$ cat src/rtl/bod_pkg.sv
package bod_pkg;

  typedef enum logic [1:0] {
    BOD_RSVD = 2'b00,
    BOD_SMPL = 2'b01,
    BOD_OFF  = 2'b10,
    BOD_ON   = 2'b11
  } bod_mode_e;

  // reserved code folds onto disabled
  function automatic bod_mode_e norm_mode(input logic [1:0] fld);
    bod_mode_e m;
    m = bod_mode_e'(fld);
    if (m == BOD_RSVD) m = BOD_OFF;
    return m;
  endfunction

endpackage

$ cat src/rtl/bod_mode_sel.sv
module bod_mode_sel
  import bod_pkg::*;
#(
  parameter int unsigned SLEEP_W   = 3,
  parameter int unsigned RUN_CODE  = 0,
  parameter int unsigned IDLE_CODE = 1
) (
  input  logic               clk_i,
  input  logic               rst_ni,
  input  logic [1:0]         act_cfg_i,
  input  logic [1:0]         slp_cfg_i,
  input  logic [SLEEP_W-1:0] sleep_i,
  output bod_mode_e          cfg_o
);

  localparam logic [SLEEP_W-1:0] RunSt  = SLEEP_W'(RUN_CODE);
  localparam logic [SLEEP_W-1:0] IdleSt = SLEEP_W'(IDLE_CODE);

  logic      awake;
  bod_mode_e cfg_d, cfg_q;

  assign awake = (sleep_i == RunSt) || (sleep_i == IdleSt);
  assign cfg_d = norm_mode(awake ? act_cfg_i : slp_cfg_i);

  always_ff @(posedge clk_i or negedge rst_ni) begin
    if (!rst_ni) cfg_q <= BOD_OFF;
    else         cfg_q <= cfg_d;
  end

  assign cfg_o = cfg_q;

  // reserved code never reaches the sequencer
  a_r1_no_reserved: assert property (@(posedge clk_i) disable iff (!rst_ni)
    cfg_q != BOD_RSVD);

  // field change is visible one edge later
  a_r2_field_follow: assert property (@(posedge clk_i) disable iff (!rst_ni)
    awake && (norm_mode(act_cfg_i) == BOD_ON) |=> cfg_q == BOD_ON);

endmodule

$ cat src/rtl/bod_tick_edge.sv
module bod_tick_edge #(
  parameter int unsigned SYNC_STAGES = 2
) (
  input  logic clk_i,
  input  logic rst_ni,
  input  logic tick_i,
  output logic edge_o
);

  localparam int unsigned Last = SYNC_STAGES - 1;

  logic [SYNC_STAGES-1:0] sync_q;
  logic                   prev_q;

  always_ff @(posedge clk_i or negedge rst_ni) begin
    if (!rst_ni) begin
      sync_q <= '0;
      prev_q <= 1'b0;
    end else begin
      sync_q[0] <= tick_i;
      for (int i = 1; i < SYNC_STAGES; i++) sync_q[i] <= sync_q[i-1];
      prev_q <= sync_q[Last];
    end
  end

  assign edge_o = sync_q[Last] & ~prev_q;

  // a level tick yields a single strobe
  a_r11_single_strobe: assert property (@(posedge clk_i) disable iff (!rst_ni)
    edge_o |=> !edge_o);

endmodule

$ cat src/rtl/bod_core.sv
module bod_core
  import bod_pkg::*;
(
  input  logic      clk_i,
  input  logic      rst_ni,
  input  bod_mode_e cfg_i,
  input  logic      edge_i,
  input  logic      uv_i,
  output logic      det_en_o,
  output logic      rst_req_o,
  output bod_mode_e mode_o
);

  logic cfg_on, cfg_smpl;
  logic hold_q;

  assign cfg_on   = (cfg_i == BOD_ON);
  assign cfg_smpl = (cfg_i == BOD_SMPL);

  // latched detection forces continuous powering
  assign det_en_o = hold_q | cfg_on | (cfg_smpl & edge_i);

  // comparator is only trusted while the monitor is powered
  always_ff @(posedge clk_i or negedge rst_ni) begin
    if (!rst_ni) hold_q <= 1'b0;
    else         hold_q <= uv_i & det_en_o;
  end

  assign rst_req_o = hold_q;
  assign mode_o    = hold_q ? BOD_ON : cfg_i;

  // detection on the sample edge latches the request
  a_r5_sample_catch: assert property (@(posedge clk_i) disable iff (!rst_ni)
    cfg_smpl && edge_i && uv_i |=> hold_q);

  // recovery releases the request
  a_r7_release: assert property (@(posedge clk_i) disable iff (!rst_ni)
    hold_q && !uv_i |=> !hold_q);

  // disabled mode never raises a request
  a_r8_off_quiet: assert property (@(posedge clk_i) disable iff (!rst_ni)
    (cfg_i == BOD_OFF) && !hold_q |=> !hold_q);

  // undervoltage outside a sample is ignored
  a_r6_between_ticks: assert property (@(posedge clk_i) disable iff (!rst_ni)
    cfg_smpl && !edge_i && !hold_q |=> !hold_q);

endmodule

$ cat src/rtl/bod_seq.sv
module bod_seq
  import bod_pkg::*;
#(
  parameter int unsigned SLEEP_W     = 3,
  parameter int unsigned SYNC_STAGES = 2
) (
  input  logic               clk_i,
  input  logic               rst_ni,
  input  logic [1:0]         act_cfg_i,
  input  logic [1:0]         slp_cfg_i,
  input  logic [SLEEP_W-1:0] sleep_i,
  input  logic               tick_i,
  input  logic               uv_i,
  output logic               det_en_o,
  output logic               rst_req_o,
  output logic [1:0]         mode_o
);

  bod_mode_e cfg_w, mode_w;
  logic      edge_w;

  bod_mode_sel #(.SLEEP_W(SLEEP_W)) u_sel (
    .clk_i     (clk_i),
    .rst_ni    (rst_ni),
    .act_cfg_i (act_cfg_i),
    .slp_cfg_i (slp_cfg_i),
    .sleep_i   (sleep_i),
    .cfg_o     (cfg_w)
  );

  bod_tick_edge #(.SYNC_STAGES(SYNC_STAGES)) u_tick (
    .clk_i  (clk_i),
    .rst_ni (rst_ni),
    .tick_i (tick_i),
    .edge_o (edge_w)
  );

  bod_core u_core (
    .clk_i     (clk_i),
    .rst_ni    (rst_ni),
    .cfg_i     (cfg_w),
    .edge_i    (edge_w),
    .uv_i      (uv_i),
    .det_en_o  (det_en_o),
    .rst_req_o (rst_req_o),
    .mode_o    (mode_w)
  );

  assign mode_o = mode_w;

  // a pending request always keeps the monitor powered
  a_r5_req_powered: assert property (@(posedge clk_i) disable iff (!rst_ni)
    rst_req_o |-> det_en_o && (mode_o == 2'b11));

  // reset leaves the block quiet
  always_comb begin
    if (!rst_ni) a_r10_reset_quiet: assert (!rst_req_o);
  end

endmodule

$ cat config.mk
export PLATFORM = sky130hd
export DESIGN_NAME = bod_seq
export DESIGN_NICKNAME = d
export VERILOG_FILES = /design/src/rtl/bod_pkg.sv /design/src/rtl/bod_mode_sel.sv /design/src/rtl/bod_tick_edge.sv /design/src/rtl/bod_core.sv /design/src/rtl/bod_seq.sv
export SDC_FILE = /design/constraint.sdc
export NUM_CORES = 1
export LEC_CHECK = 0
export ABC_AREA = 1
export BUFFER_PORTS_ARGS = -buffer_cell sky130_fd_sc_hd__buf_4
export CAP_MARGIN = 0
export CELL_PAD_IN_SITES_DETAIL_PLACEMENT = 0
export CELL_PAD_IN_SITES_GLOBAL_PLACEMENT = 1
export CORE_AREA = 5 5 42 44
export CTS_BUF_LIST = sky130_fd_sc_hd__clkbuf_8
export DETAILED_ROUTE_END_ITERATION = 10
export DIE_AREA = 0 0 47 49
export GPL_TIMING_DRIVEN = 1
export PLACE_DENSITY_LB_ADDON = 0.05
export SLEW_MARGIN = 20
export SYNTH_ARGS = -nofsm -noshare
export SYNTH_HDL_FRONTEND = slang
export SYNTH_SLANG_ARGS = --single-unit
$ cat constraint.sdc
create_clock -name clk_i -period 0.8 [get_ports clk_i]
set_clock_uncertainty 0.05 [all_clocks]
set_input_delay 0.16 -clock clk_i [delete_from_list [all_inputs] [get_ports clk_i]]
set_output_delay 0.16 -clock clk_i [all_outputs]
set_load 0.05 [all_outputs]
==> Yosys cells after proc, flatten, opt, wreduce, memory -nomap -nowiden <==
Index checks and enable logic that the tools add are counted.
{ "word_totals": {"output_inout_bits": 4, "input_bits": 11, "elab_cells": 19, "regBits": 6} }
{ "op_classes": {"eq_ne": 3, "reduce_logical": 3, "n_mux": 3, "n_bitwise": 6} }
{ "ops": {"columns": ["operator", "count"], "rows": [
  ["2-to-1 mux 2 bit", 3],
  ["bitwise AND 1 bit", 3],
  ["equality test 3 x 1 -> 1 bit, second input constant", 1],
  ["logical NOT 3 bit", 1],
  ["equality test 2 x 1 -> 1 bit, second input constant", 1],
  ["equality test 2 bit, second input constant", 1],
  ["logical NOT 2 bit", 1],
  ["OR 1 bit", 2],
  ["logical OR 1 bit", 1],
  ["NOT 1 bit", 1]
]} }

==> Depth between registers and ports, before layout <==
{ "logic_depth": {"word_depth": 5, "ltp_mapped": 5, "depth_no_buf": 5} }

==> Hierarchy <==
From an unflattened synthesis, not the netlist that was laid out.
{ "unflattened": {"hier_cells": 27, "area_unflattened_um2": 245.2} }
{ "by_module_without_submodules": {"columns": ["mod", "seq_area_each_um2", "area_each_um2", "instances", "cells_per_inst"], "rows": [
  ["bod_mode_sel", 51.3, 93.8, 1, 12],
  ["bod_tick_edge", 75.1, 85.1, 1, 5],
  ["bod_core", 25.0, 66.3, 1, 10]
]} }

==> Least setup slack after synthesis <==
Ideal clock, no wire load.
{ "synth_timing": {"path_kind": "register to output", "startpoint": "reg u_core.hold_q (netlist: u_core.rst_req_o)", "endpoint": "out det_en_o", "stages_incl_launch_ff": 4, "slack_ps": -728, "n_path_buf": 0, "arrival_ps": 1318, "t_required_ps": 590, "cell_sequence": "dfrtp_1 or2_4 nand2_2 inv_1"} }
{ "synth_between": {"elab_chain_len": 2} }
{ "synth_rtl": {"columns": ["item", "line_no", "text"], "rows": [
  ["start: declaration", "bod_core.sv:15", "logic hold_q;"],
  ["start signal: assignment", "bod_core.sv:26", "else hold_q <= uv_i & det_en_o;"],
  ["OR 1 bit (2 in a row)", "bod_core.sv:21", "assign det_en_o = hold_q | cfg_on | (cfg_smpl & edge_i);"],
  ["end: declaration", "bod_seq.sv:14", "output logic det_en_o,"]
]} }
No other way between the ends.

==> Worst setup path after layout <==
Ends and elaborated chain as after synthesis.

==> out/metrics.cfg <==
[status]
outcome=finished with violations
violations=negative setup slack

[logic_synthesis]
yosysUniqueCellTypes=7
synth.top_cells.by_area=dfrtp_1 51%, nand2_1 15%, inv_1 12%, dfstp_2 11%, nor2_1 4.6%
ys_warn_count=0
synth_top_family_by_area=simple AND/OR/NAND/NOR gates
yosysTopAreaCellShare_pct=51.02
syn_area_per_cell_sq_um=8.456
yosys.area_share.simple_pct=26.02
synthesis.area_sq_um=245.2
syn-num-nets=40
ys_seq_elements=6
muxShareOfSynthArea_pct=0
synthCells=29
synth_compound_area_share_pct=0
yosysTopAreaCell=dfrtp_1
ys_seq_area_share_pct=61.73
synth_xor_xnor_area_share_pct=0
synthAdderAreaFrac_pct=0

[global_routing]
antenna_found_initial=0
grt_pass1_vias=256
grt_usage_pct=5.949
grt_pass1_wl_microns=924
grt_overflow_total=0
grt_max_degree=7

[power_and_ir_drop]
p_switching_w=0.0002926
p_seq_share_pct=30.7
switching_share_pct=26.49
power_leakage_nw=0.2811
pwr-share-clk_pct=41.9
comb_power_share_pct=27.5
p_int_w=0.0008122
p_per_area_nw_per_um2=2133
ir_drop_mv=1.047

[worst_setup_path]
cp_max_fo=3
worstSetupStartpointType=register
rr_startpoint=u_core.rst_req_o$_DFF_PN0_
reg2reg_depth=5
arrival_ps=1130
worstPathRequired_ps=590
path_class=reg -> out
crit_start=u_core.rst_req_o$_DFF_PN0_
end_kind=output port

[cells_and_area]
drive_gt1_share_pct=56.60
nNetsFinal=65
nFillCells=150
final_cell_area_sq_um=518.0
n_antenna_cell=0
syn_to_final_growth_pct=111.2
stdcell_count=69

[route]
first_pass_iters=3
drt-initial-drc-count=2
avgRoutedWirePerCell_microns=8.072
postRouteAntennaNets=0
viasPerCell=3.594
dr_total_vias=248
drc=0
wl_microns=557

[timing]
slew-limit-headroom_pct=91.00
rsz0062_at_grt=true
drv_slew=0
setup_violations=5
fin_ws_ps=-540.4
max_slew.worst_pin.slew_ps=134.9
fin_crit_sh_pct=167.6
finalCriticalPeriod_ps=1340
hold_viol=0
max_freq_mhz=746.0

[floorplan]
coreArea_sq_um=1401
chipWidth_microns=47
io_pins=15
rows=14
die-area_sq_um=2303
start_util_pct=17.50
die_y_microns=49

[clock_network]
cts_tree=yes
clock_path_buffers=2
cts_sinks=6
cts_buffers=3
h-tree-depth=1
clkTransAtPathRegs_ps=40
cts-root-buf=clkbuf_8
clk_latency_ps=230

[hold_path]
hold_path_class=in -> reg
hold_depth=3
hold_start=slp_cfg_i[0]

[place]
gp_congestion=0.7045
place_area_sq_um=371.6
dp_cells=59
port_buffers=13
dp_hpwl_microns=410.5

[job]
maxCapViolations=0

## cells in the final DEF (no fill, tap or decap), drive strengths merged
master / synthesis / final
dlygate4sd3: 0 / 2
inv: 8 / 9
clkbuf: 0 / 3
or2: 1 / 1
nor2: 3 / 3
buf: 0 / 18
dfrtp: 5 / 5
dfstp: 1 / 1
nand2: 11 / 11
## final timing paths
kind | slack (ps) | to
worst max-delay path | -540 | det_en_o
worst min-delay path | 110 | u_sel.cfg_o[0]$_DFF_PN0_
worst max register to register | -300 | u_core.rst_req_o$_DFF_PN0_
worst min register to register | 280 | u_tick.sync_q[1]$_DFF_PN0_
max in group asynchronous | 270 | u_sel.cfg_o[1]$_DFF_PN1_
min in group asynchronous | 230 | u_tick.sync_q[1]$_DFF_PN0_
## Yosys cell counts (all sizes together)
cell type,instances
dfstp,1
dfrtp,5
nor2,3
or2,1
nand2,11
inv,8
## per-stage QoR
step | setup WS, ps | TNS, ps | hold slack, ps | power, W | util (%)
after global placement | -324.1 | -957.2 | -81.45 | 0.0005486 | 26.52
after detailed placement | -323.7 | -960.0 | -80.68 | 0.0005507 | 26.52
final | -540.4 | -2234 | 110.1 | 0.001105 | 36.96
after floorplan | -577.8 | -1388 | -185.6 | 0.0004604 | -
after global routing | -577.2 | -2393 | 143.1 | 0.001174 | 36.96
after CTS | -533.1 | -2032 | 106.0 | 0.001084 | 34.02
## area by class of cell
type,instances,area [sq um],area share [%]
sequential,6,152.6,29.47
inverter,8,30.03,5.797
tap,16,20.02,3.865
multi-input combinational,15,81.33,15.70
clock inverter,1,3.754,0.7246
timing repair buffer,20,188.9,36.47
clock buffer,3,41.29,7.971
## layer usage
layer | GRT usage [%] | wire length, microns | vias to the layer above | share of wire [%]
met2 | 9.050 | 282 | 13 | 51
met1 | 4.922 | 178 | 109 | 32
met4 | 2.765 | 0 | 0 | 0
met3 | 5.904 | 96 | 0 | 17
li1 | - | - | 126 | -
met5 | 0 | 0 | - | 0
## flip-flops by register name, summed over array words and instances, names as in the netlist
| register | cells |
|---|---|
| u_sel.cfg_o | 2 |
| u_core.rst_req_o | 1 |
| u_tick.sync_q | 2 |
| u_tick.prev_q | 1 |
## critical path: stages (launching register included)
cell and delay [ps]:
dfrtp_2 410, or2_4 250, nand2_4 70, inv_2 40, buf_8 140
## kinds of logic after synthesis
kind of cell           after synthesis
and+or+nand+nor                     15
buffers and inverters                8
DFF                                  6
## power by group through the flow
stage / registers (W) / clock network [W] / logic [W]
after CTS: 0.000337 / 0.000488 / 0.000259
after global routing: 0.000341 / 0.000505 / 0.000328
final: 0.000339 / 0.000462 / 0.000304
after floorplan: 0.000356 / 0 / 0.000104
after detailed placement: 0.000341 / 0 / 0.000210
after global placement: 0.000340 / 0 / 0.000208
## timing repair
action,CTS,global route
setup endpoints to repair,5,5
hold buffers,2,0
pin swaps,1,0
gates resized for setup,8,7
hold endpoints to repair,7,0
setup buffers,2,2
No activity file was read; power rests on OpenSTA's default activity.
